[config.mk]
export PLATFORM = sky130hd
export DESIGN_NAME = tach_conditioner
export DESIGN_NICKNAME = d
export VERILOG_FILES = /design/src/rtl/tach_conditioner.sv
export SDC_FILE = /design/constraint.sdc
export NUM_CORES = 1
export LEC_CHECK = 0
export BUFFER_PORTS_ARGS = -buffer_cell sky130_fd_sc_hd__buf_2
export CAP_MARGIN = 20
export CORE_MARGIN = 4
export CORE_UTILIZATION = 45
export DETAILED_ROUTE_END_ITERATION = 12
export PLACE_DENSITY = 0.76
export SLEW_MARGIN = 5
export SYNTH_ARGS = -nofsm -noshare
export SYNTH_HDL_FRONTEND = slang
export SYNTH_SLANG_ARGS = --single-unit
[constraint.sdc]
create_clock -name clk -period 3.4 [get_ports clk]
set_input_delay 0.85 -clock clk [delete_from_list [all_inputs] [get_ports clk]]
set_output_delay 0.85 -clock clk [all_outputs]
set_load 0.1 [all_outputs]
[src/rtl/tach_conditioner.sv]
module tach_conditioner #(
  parameter int         FAST_DIV  = 2,
  parameter int         SLOW_DIV  = 8,
  parameter logic [7:0] DIV_ADDR  = 8'h50,
  parameter logic [7:0] MASK_ADDR = 8'h51
) (
  input  logic       clk,
  input  logic       rst_n,
  input  logic       tach_in,
  input  logic       reg_wr,
  input  logic [7:0] reg_addr,
  input  logic [7:0] reg_wdata,
  output logic [7:0] reg_rdata,
  input  logic       mclk_sel,
  output logic       tach_pulse
);
  localparam int PW = (SLOW_DIV > 1) ? $clog2(SLOW_DIV) : 1;

  logic [7:0]    div_q, mask_q, mcnt_q, dcnt_q;
  logic [2:0]    sync_q;
  logic [PW-1:0] pre_q;
  logic          pulse_q;

  wire wr_div  = reg_wr && (reg_addr == DIV_ADDR);
  wire wr_mask = reg_wr && (reg_addr == MASK_ADDR);

  wire pre_wrap = (pre_q == PW'(SLOW_DIV - 1));
  wire tick     = mclk_sel ? pre_wrap
                           : ((pre_q % PW'(FAST_DIV)) == PW'(FAST_DIV - 1));

  wire edge_det = (div_q == 8'd0) ? (sync_q[1] ^ sync_q[2])
                                  : (sync_q[1] & ~sync_q[2]);
  wire accept   = edge_det && (mcnt_q == 8'd0);
  wire div_hit  = (dcnt_q == div_q - 8'd1);

  assign reg_rdata  = (reg_addr == DIV_ADDR)  ? div_q  :
                      (reg_addr == MASK_ADDR) ? mask_q : 8'h00;
  assign tach_pulse = pulse_q;

  always_ff @(posedge clk or negedge rst_n) begin
    if (!rst_n) begin
      div_q  <= 8'h00;
      mask_q <= 8'h00;
    end else begin
      if (wr_div)  div_q  <= reg_wdata;
      if (wr_mask) mask_q <= reg_wdata;
    end
  end

  always_ff @(posedge clk or negedge rst_n) begin
    if (!rst_n) begin
      sync_q <= 3'b000;
      pre_q  <= '0;
    end else begin
      sync_q <= {sync_q[1:0], tach_in};
      pre_q  <= pre_wrap ? '0 : pre_q + PW'(1);
    end
  end

  always_ff @(posedge clk or negedge rst_n) begin
    if (!rst_n)
      mcnt_q <= 8'h00;
    else if (accept)
      mcnt_q <= mask_q;
    else if (tick && mcnt_q != 8'd0)
      mcnt_q <= mcnt_q - 8'd1;
  end

  always_ff @(posedge clk or negedge rst_n) begin
    if (!rst_n) begin
      dcnt_q  <= 8'h00;
      pulse_q <= 1'b0;
    end else if (wr_div) begin
      dcnt_q  <= 8'h00;
      pulse_q <= 1'b0;
    end else if (accept) begin
      if (div_q == 8'd0) begin
        pulse_q <= 1'b1;
      end else if (div_hit) begin
        dcnt_q  <= 8'h00;
        pulse_q <= 1'b1;
      end else begin
        dcnt_q  <= dcnt_q + 8'd1;
        pulse_q <= 1'b0;
      end
    end else begin
      pulse_q <= 1'b0;
    end
  end
endmodule

# Word level (Yosys, flattened, before mapping)
# Index checks and enable logic that the tools add are counted.
# Widths: inputs -> output; s select.
[op_classes]
n_addsub = 4
bitwise = 3
n_reduce_logical = 10
n_mux = 15
n_eq_ne = 5
[op_table]
columns = ["operator", "count"]
rows = [
  ["$mux 8", 8],
  ["$eq 8x7->1 const B", 2],
  ["$logic_not 8->1", 2],
  ["$sub 8x1->8 const B", 2],
  ["$add 8x1->8 const B", 1],
  ["$eq 8x8->1", 1],
  ["$reduce_bool 8->1", 1],
  ["$mux 1", 6],
  ["$logic_and 1x1->1", 4],
  ["$reduce_bool 2->1", 2],
  ["$add 3x1->3 const B", 1],
  ["$eq 3x3->1 const B", 1],
  ["$mux 3", 1],
  ["$ne 2x2->1 const B", 1],
  ["$reduce_and 2->1", 1],
  ["$and 1x1->1", 1],
  ["$not 1->1", 1],
  ["$xor 1x1->1", 1],
]
[totals]
ff_bits = 39

# Depth between registers and ports, before layout
# Gate-level depths: netlist (run 1).
[depth]
ltp_word = 6
mapped_depth = 8

# Worst setup path before layout (run 1)
# OpenSTA, ideal clock, no wires.
[synth_timing]
path_kind = "input to output"
startpoint = "input reg_addr[3]"
endpoint = "output reg_rdata[0]"
n_path_buf = 1
setup_slack_ps = -172
stages = 4
required_time_ps = 2550
arrival_time_ps = 2722
cell_sequence = "nor4b_1 nand3_1 clkbuf_1 nor2_1"
[synth_via]
elab_chain_cells = 3
[synth_lines]
columns = ["item", "line", "text"]
rows = [
  ["start: declaration", "11", "input logic [7:0] reg_addr,"],
  ["$eq 8x7->1", "37", "(reg_addr == MASK_ADDR) ? mask_q : 8'h00;"],
  ["$mux 8", "37", ""],
  ["$mux 8 *", "36", "assign reg_rdata = (reg_addr == DIV_ADDR) ? div_q :"],
  ["end: declaration", "13", "output logic [7:0] reg_rdata,"],
]
# Mark *: on every way between the ends. The rest lies on a longest branch, timed or not.

# Final worst setup path (run 1)
[layout_timing]
startpoint = "input reg_addr[3]"
endpoint = "output reg_rdata[2]"
# The elaborated chain is that of the path after synthesis.

==> impl_metrics.yaml, run 1 <==
synth:
  synth_top_family_by_area: "simple AND/OR/NAND/NOR gates"
  synth_flop_cell: "dfrtp_1"
  synth_compound_area_share_pct: 13.2
  synthesis.area_sq_um: 2270
  muxShareOfSynthArea_pct: 8.01
  synth_area_leader_cell: "dfrtp_1"
  synth_simple_gate_area_share_pct: 21.6
  synthCells: 229
  yosysMostFrequentCell: "dfrtp_1"
  synth_top_area_share_pct: 43.1
  syn_area_per_cell_sq_um: 9.89
  yosysWarnings: 0
  yosys.area_share.xor_xnor_pct: 6.57
  synth_fp_nets: 256
  synth_edf_count: 0
  netlist_top_cells_area: "dfrtp_1, nand2_1, mux2_2"
  synthAdderAreaFrac_pct: 3.31
  synth_commonest_cells: "dfrtp_1, nand2_1, nor2_1, xor2_1, nand3_1"
  async_flop_share_pct: 100
  synthDistinctLibCells: 49
  ys_seq_elements: 39
  ys_seq_area_share_pct: 43.1
grt:
  grt-ovfl-total: 0
  grt_pass1_wl_microns: 8380
  grt_use_met2_pct: 27.4
  grt_pass1_vias: 1788
  met3_usage_pct: 3.97
  top_usage_layer: "met2"
  grt_max_degree: 40
  grt_usage_pct: 17.0
  antenna_found_initial: 0
  use_met1_pct: 22.2
pwr:
  power_leakage_uw: 0.00117
  ir_worst_vdd_mv: 0.239
  p_per_area_nw_per_um2: 401
  finalPower_uw: 1070
timing:
  worst_hold_slack_ns: 0.382
  fin_crit_ns: 3.10
  fin_crit_sh_pct: 91.2
  fin_skew_ns: 0.00841
  final-setup-viol-count: 0
  tns_ns: 0
  fmax_mhz: 322
  rsz0062_at_grt: "no"
  hold_violations: 0
  slew_violations: 0
  slew_headroom_pct: 43.5
  worst_slew_pin_slew_ns: 0.847
layout:
  fin_area_sq_um: 2670
  fill_cells: 412
  nNetsFinal: 283
  synthToLayoutAreaGrowth_pct: 17.6
  n_antenna_cell: 0
  layout.cells.non_filler: 324
  register_area_sq_um: 976
  multiInputGateArea_sq_um: 1190
  final_layout_size_suffix_gt1_share_pct: 22.6
route:
  num_vias: 1771
  drtAntennaViolNets: 0
  drt_iter0_markers: 78
  via_per_inst: 5.47
  wl_microns: 4800
  wl_per_cell_microns: 14.8
  dr.pass1.iters: 4
  drc: 0
clock_tree:
  max-clock-path-buffers: 2
  cts_tree: "done"
  cts_resized: 0
  clkSlewWorstSetupHoldPaths_ns: 0.08
  cts_max_level: 2
  clock_sinks: 39
  root_buffer: "clkbuf_8"
  cts-hold-fix-buffers: 0
  cts_setup_buffers: 0
  clk_latency_ns: 0.30
  cts_buffers: 5
worst_setup_path:
  cp-start-kind: "primary input"
  critPathLaunch: "reg_addr[3]"
  cp.depth: 5
  r2r_end: "mcnt_q[1]$_DFFE_PN0P_"
  critical_path_buf_inv_count: 2
  slowest_delay_ns: 0.45
  crit_type: "in -> out"
  crit_end: "reg_rdata[2]"
  end_kind: "output port"
  path_max_fanout: 11
  rr_startpoint: "div_q[0]$_DFFE_PN0P_"
  worst_path_max_delay_cell: "nand3_1"
  r2r_cells: 7
  worstPathArrival_ns: 2.25
  crit_chain: "buf_2 -> nor4b_1 -> nand3_1 -> nor2_1 -> buf_12"
  r2r_setup_slack_ns: 0.64
  cp.required_ns: 2.55
  cp_top_family: "simple AND/OR/NAND/NOR gates"
floorplanning:
  die_h_microns: 79.0
  dieArea_sq_um: 6230
  core_sq_um: 4790
  io_pins: 30
  rows: 25
  initial_core_util_pct: 47.3
  dieWidth_microns: 79.0
place:
  dpl.hpwl_microns: 3550
  place_inst: 316
  portBuffers: 29
  dpl_cell_area_sq_um: 2580
  place_congestion: 0.844
status:
  status: "finished, final reports clean"
run:
  cap_violations: 0
worst_hold_path:
  hold_path.class: "reg -> reg"
logic make-up after synthesis:
group / count (synthesis)
adder cells (fa/ha/maj): 6
AO/OA/AOI/OAI: 35
AND/OR/NAND/NOR: 94
XOR/XNOR: 17
flip-flops: 39
buffers and inverters: 21
multiplexers: 17
through the flow:
stage               util (%)  worst slack, ns
floorplan                  -           -0.172
detailed placement      53.9            0.282
finish                  55.7            0.298
CTS                     55.7            0.282
global route            55.7           0.0944
global placement        53.9            0.337
worst min-delay path by stage:
| stage | from | endpoint | slack, ns | cells past startpoint |
|---|---|---|---|---|
| floorplan | sync_q[0]$_DFF_PN0_ | sync_q[1]$_DFF_PN0_ | 0.33 | 0 |
| global placement | sync_q[0]$_DFF_PN0_ | sync_q[1]$_DFF_PN0_ | 0.35 | 0 |
| detailed placement | sync_q[0]$_DFF_PN0_ | sync_q[1]$_DFF_PN0_ | 0.37 | 0 |
| global route | sync_q[0]$_DFF_PN0_ | sync_q[1]$_DFF_PN0_ | 0.39 | 0 |
| CTS | sync_q[0]$_DFF_PN0_ | sync_q[1]$_DFF_PN0_ | 0.38 | 0 |
| finish | sync_q[0]$_DFF_PN0_ | sync_q[1]$_DFF_PN0_ | 0.38 | 0 |
cells in the final DEF, fill, tap and decap left out, drive strengths merged, types with 3 or more instances in the layout:
cell,n
a211oi,5
clkbuf,6
or4,3
mux2i,8
nand3b,4
nor3,5
a21o,3
buf,33
nand2b,5
nand3,10
inv,8
mux2,9
xnor2,6
nor2,17
nor3b,3
xor2,11
dfrtp,39
nand2,33
ha,6
a21oi,3
o21ai,7
power breakdown:
group	switching, uW	internal (uW)
Combinational	94.8	91.6
Clock	165	143
Sequential	58.8	516
Total	318	750
state kept, by name, summed over array words and instances (netlist names):
name and count:
mcnt_q 8, sync_q 3, tach_pulse 1, div_q 8, mask_q 8, dcnt_q 8, pre_q 3
layout make-up:
class                      count  share of cell area, %
multi-input combinational    169                   44.8
sequential                    39                   36.6
timing repair buffer          33                   11.1
tap                           67                   3.15
clock buffer                   6                   2.72
inverter                       8                   1.13
clock inverter                 2                  0.469
metal layers:
layer  vias up  wire [microns]
met1       860            2250
li1        864               -
met4         0              76
met3         7             235
met5         -               0
met2        40            2240
worst reg2reg max path, delay by kind of cell (launching register included):
family                     cells  cell delay [ns]
DFF                            1             0.46
AOI/OAI and AO/OA              2             0.80
adders and majority gates      1             0.23
buffers and inverters          1             0.11
and+or+nand+nor                3             1.05
No activity file was read; power rests on OpenSTA's default activity.
==> inputs of run 2 (changes only) <==
--- a/config.mk
+++ b/config.mk
@@ -10,7 +10,7 @@
 export CORE_MARGIN = 4
 export CORE_UTILIZATION = 45
 export DETAILED_ROUTE_END_ITERATION = 12
-export PLACE_DENSITY = 0.76
+export PLACE_DENSITY = 0.78
 export SLEW_MARGIN = 5
 export SYNTH_ARGS = -nofsm -noshare
 export SYNTH_HDL_FRONTEND = slang
==> constraint.sdc (replaced) <==
create_clock -name clk -period 2.7 [get_ports clk]
set_input_delay 0.675 -clock clk [delete_from_list [all_inputs] [get_ports clk]]
set_output_delay 0.675 -clock clk [all_outputs]
set_load 0.1 [all_outputs]
==> impl_metrics.yaml, run 2 (synthesized netlist as in run 1, its figures left out) <==
status:
  status: "finished, final reports clean"
clock_tree:
  root_buffer: "clkbuf_8"
  clock_sinks: 39
  clk_latency_ns: 0.30
  cts-hold-fix-buffers: 0
  cts_resized: 0
  max-clock-path-buffers: 2
  cts_setup_buffers: 0
  cts_max_level: 2
  cts_buffers: 5
  clkSlewWorstSetupHoldPaths_ns: 0.08
  cts_tree: "done"
worst_setup_path:
  crit_type: "reg -> reg"
  worstPathArrival_ns: 2.69
  cp-start-kind: "flop"
  rr_startpoint: "div_q[0]$_DFFE_PN0P_"
  cp.required_ns: 2.88
  worst_path_max_delay_cell: "or3b_2"
  r2r_end: "mcnt_q[1]$_DFFE_PN0P_"
  cp_top_family: "simple AND/OR/NAND/NOR gates"
  r2r_setup_slack_ns: 0.19
  slowest_delay_ns: 0.52
  end_kind: "flop"
  crit_chain: "inv_1 -> ha_1 -> or3b_2 -> or3_4 -> a2111oi_4 -> nor2_2 -> a221o_1"
  r2r_cells: 7
  critical_path_buf_inv_count: 1
  path_max_fanout: 5
timing:
  fin_crit_ns: 2.51
  fin_crit_sh_pct: 93.0
  rsz0062_at_grt: "no"
  slew_headroom_pct: 40.4
  final-setup-viol-count: 0
  tns_ns: 0
  fmax_mhz: 398
  worst_hold_slack_ns: 0.375
  slew_violations: 0
  hold_violations: 0
  fin_skew_ns: 0.00695
  worst_slew_pin_slew_ns: 0.894
floorplanning:
  io_pins: 30
  core_sq_um: 4790
  dieArea_sq_um: 6230
  die_h_microns: 79.0
  initial_core_util_pct: 47.3
  dieWidth_microns: 79.0
  rows: 25
run:
  cap_violations: 0
grt:
  grt_use_met2_pct: 27.5
  grt_usage_pct: 18.2
  grt_max_degree: 40
  antenna_found_initial: 0
  grt_pass1_vias: 1860
  use_met1_pct: 25.9
  met3_usage_pct: 4.20
  grt_pass1_wl_microns: 8920
  grt-ovfl-total: 0
  top_usage_layer: "met2"
place:
  dpl.hpwl_microns: 3680
  portBuffers: 29
  place_congestion: 0.880
layout:
  nNetsFinal: 288
  final_util_pct: 57.5
  synthToLayoutAreaGrowth_pct: 21.4
  final_cell_mix: "dfrtp_1, nand2_1, buf_2, xor2_1, nand3_1"
  final_layout_size_suffix_gt1_share_pct: 27.5
  final_common_cell: "dfrtp_1"
  n_antenna_cell: 0
pwr:
  power_leakage_uw: 0.00121
  ir_worst_vdd_mv: 0.310
  p_per_area_nw_per_um2: 532
route:
  num_vias: 1781
  wl_microns: 5090
  drt_iter0_markers: 116
  drc: 0
  via_per_inst: 5.41
  wl_per_cell_microns: 15.5
  dr.pass1.iters: 4
  drtAntennaViolNets: 0
worst_hold_path:
  hp-start: "sync_q[0]$_DFF_PN0_"
  hold_path.class: "reg -> reg"
  hold_depth: 0
  hold-path-endpoint: "sync_q[1]$_DFF_PN0_"
[run 2: cell count changes in the layout (fill, tap and decap cells not counted), sizes merged]
cell,change
buf,+5
bufinv,+1
clkbuf,-1
clkinv,+1
clkinvlp,-1
[run 2: layer usage]
metal,up-vias,part of all wire (%),wire [microns]
met5,-,0,0
met4,0,1.9,98
li1,867,-,-
met1,853,49,2470
met3,10,6.3,320
met2,51,43,2200
[run 2: where the power goes]
| part | internal (uW) | switching (uW) | total (uW) |
|---|---|---|---|
| Clock | 275 | 219 | 495 |
| Sequential | 649 | 70.2 | 719 |
| Combinational | 120 | 131 | 250 |
| Total | 1040 | 420 | 1460 |
[run 2: how the worst max path moves through the flow]
stage                     depth (start not counted)                 start               endpoint  slack, ns
after floorplan                                   4           reg_addr[3]           reg_rdata[0]      -0.15
after global placement                            6           reg_addr[3]           reg_rdata[7]       0.28
after detailed placement                          8  div_q[0]$_DFFE_PN0P_  mcnt_q[0]$_DFFE_PN0P_       0.23
after CTS                                         7  div_q[0]$_DFFE_PN0P_  mcnt_q[1]$_DFFE_PN0P_       0.19
after global routing                              8  div_q[0]$_DFFE_PN0P_  mcnt_q[0]$_DFFE_PN0P_       0.10
final                                             7  div_q[0]$_DFFE_PN0P_  mcnt_q[1]$_DFFE_PN0P_       0.19
[run 2: area by class of cell]
| type | instances | area (sq um) |
|---|---|---|
| sequential | 39 | 976 |
| clock inverter | 3 | 43.8 |
| tap | 67 | 83.8 |
| fill | 411 | 2040 |
| inverter | 8 | 30.0 |
| multi-input combinational | 169 | 1210 |
| timing repair buffer | 38 | 333 |
| clock buffer | 5 | 68.8 |
[run 2: metrics by stage]
step | instance area (sq um) | setup WS (ns) | cells | total power, uW
3_3_place_gp | 2640 | 0.276 | 321 | 969
6_report | 2750 | 0.188 | 329 | 1460
4_1_cts | 2750 | 0.186 | 329 | 1470
2_1_floorplan | 2290 | -0.152 | 229 | 897
5_1_grt | 2750 | 0.101 | 329 | 1540
3_5_place_dp | 2640 | 0.227 | 321 | 976
==> inputs of run 3 (changes only) <==
--- a/config.mk
+++ b/config.mk
@@ -8,9 +8,10 @@
 export BUFFER_PORTS_ARGS = -buffer_cell sky130_fd_sc_hd__buf_2
 export CAP_MARGIN = 20
 export CORE_MARGIN = 4
-export CORE_UTILIZATION = 45
+export CORE_UTILIZATION = 52
 export DETAILED_ROUTE_END_ITERATION = 12
-export PLACE_DENSITY = 0.78
+export PLACE_DENSITY = 0.87
+export RECOVER_POWER = 100
 export SLEW_MARGIN = 5
 export SYNTH_ARGS = -nofsm -noshare
 export SYNTH_HDL_FRONTEND = slang
==> impl_metrics.yaml, run 3 (synthesized netlist as in run 1, its figures left out) <==
layout:
  nNetsFinal: 285
  final_common_cell: "dfrtp_1"
  synthToLayoutAreaGrowth_pct: 18.4
  fin_area_sq_um: 2680
  final_layout_size_suffix_gt1_share_pct: 22.4
  n_antenna_cell: 0
  final_cell_mix: "dfrtp_1, nand2_1, buf_2, nor2_1, xor2_1"
grt:
  antenna_found_initial: 0
  grt-ovfl-total: 0
  use_met1_pct: 28.2
  met3_usage_pct: 6.08
  grt_pass1_wl_microns: 8540
  grt_pass1_vias: 1752
  grt_usage_pct: 20.8
  grt_max_degree: 40
  grt_use_met2_pct: 32.3
  top_usage_layer: "met2"
place:
  dpl.hpwl_microns: 3670
  detailedPlace.worstSlack_ns: 0.174
  dpl_cell_area_sq_um: 2590
  place_congestion: 0.874
  portBuffers: 29
route:
  wl_microns: 5150
  via_per_inst: 5.78
  num_vias: 1787
  dr.pass1.iters: 4
  drtAntennaViolNets: 0
  drt_iter0_markers: 126
  wl_per_cell_microns: 16.7
  drc: 0
clock_tree:
  clk_latency_ns: 0.29
  cts_tree: "done"
  cts_buffers: 5
  cts_max_level: 2
  cts_resized: 0
  max-clock-path-buffers: 2
  clkSlewWorstSetupHoldPaths_ns: 0.08
  root_buffer: "clkbuf_8"
  cts-hold-fix-buffers: 0
  cts_setup_buffers: 0
  clock_sinks: 39
worst_hold_path:
  hold_depth: 0
  hp-start: "sync_q[0]$_DFF_PN0_"
  hold-path-endpoint: "sync_q[1]$_DFF_PN0_"
  hold_path.class: "reg -> reg"
timing:
  slew_violations: 40
  finalWorstSetupSlack_ns: 0.130
  hold_violations: 0
  tns_ns: 0
  worst_slew_pin_slew_ns: 2.13
  fmax_mhz: 389
  final-setup-viol-count: 0
  fin_crit_ns: 2.57
  rsz0062_at_grt: "no"
  fin_skew_ns: 0.00744
  slew_headroom_pct: -42.1
  fin_crit_sh_pct: 95.2
worst_setup_path:
  r2r_setup_slack_ns: 0.13
  r2r_end: "dcnt_q[1]$_DFFE_PN0P_"
  crit_type: "reg -> reg"
  end_kind: "flop"
  path_max_fanout: 9
  worstPathArrival_ns: 2.72
  rr_startpoint: "div_q[1]$_DFFE_PN0P_"
  cp-start-kind: "flop"
  r2r_cells: 7
  cp.required_ns: 2.85
floorplanning:
  initial_core_util_pct: 55.1
  dieWidth_microns: 74.0
  dieArea_sq_um: 5480
  rows: 23
  die_h_microns: 74.0
  io_pins: 30
  core_sq_um: 4120
pwr:
  ir_worst_vdd_mv: 0.291
  p_per_area_nw_per_um2: 550
  finalPower_uw: 1480
  power_leakage_uw: 0.00118
run:
  cap_violations: 1
status:
  status: "finished with violations"
  violations: "max-capacitance violations, max-slew violations"
-- run 3: final cells by class --
cell class                 count  area, sq um
fill                         316         1430
multi-input combinational    169         1190
sequential                    39          976
timing repair buffer          35          302
clock buffer                   6         82.6
tap                           50         62.6
clock inverter                 2         35.0
inverter                       8         30.0
-- run 3: worst max path at each step --
stage	from	endpoint
after floorplan	reg_addr[3]	reg_rdata[0]
after global placement	div_q[1]$_DFFE_PN0P_	dcnt_q[1]$_DFFE_PN0P_
after detailed placement	div_q[1]$_DFFE_PN0P_	mcnt_q[3]$_DFFE_PN0P_
after CTS	div_q[1]$_DFFE_PN0P_	dcnt_q[1]$_DFFE_PN0P_
after global routing	div_q[1]$_DFFE_PN0P_	mcnt_q[1]$_DFFE_PN0P_
final	div_q[1]$_DFFE_PN0P_	dcnt_q[1]$_DFFE_PN0P_
-- run 3: worst max-delay path, stage by stage (launching register included) --
cell and delay [ns]:
dfrtp_1 0.43, inv_1 0.09, ha_1 0.22, or3b_2 0.52, nor3_1 0.20, a211oi_1 0.16, a2111oi_4 0.62, o21ai_0 0.18
-- run 3: layer usage --
| layer | part of all wire (%) | up-vias |
|---|---|---|
| met4 | 1.8 | 0 |
| met3 | 7.3 | 11 |
| met5 | 0 | - |
| li1 | - | 860 |
| met1 | 44 | 843 |
| met2 | 47 | 73 |
-- run 3: where the power goes --
part | switching (uW) | internal, uW
combinational | 132 | 119
clock | 204 | 299
sequential | 72.3 | 649
total | 409 | 1070
-- run 3: stage by stage --
step / hold WS, ns / util (%) / std cells
finish: 0.357 / 65.2 / 309
global placement: 0.340 / 63.0 / 301
global route: 0.364 / 65.2 / 309
CTS: 0.358 / 65.9 / 309
floorplan: 0.331 / - / 229
detailed placement: 0.340 / 63.0 / 301
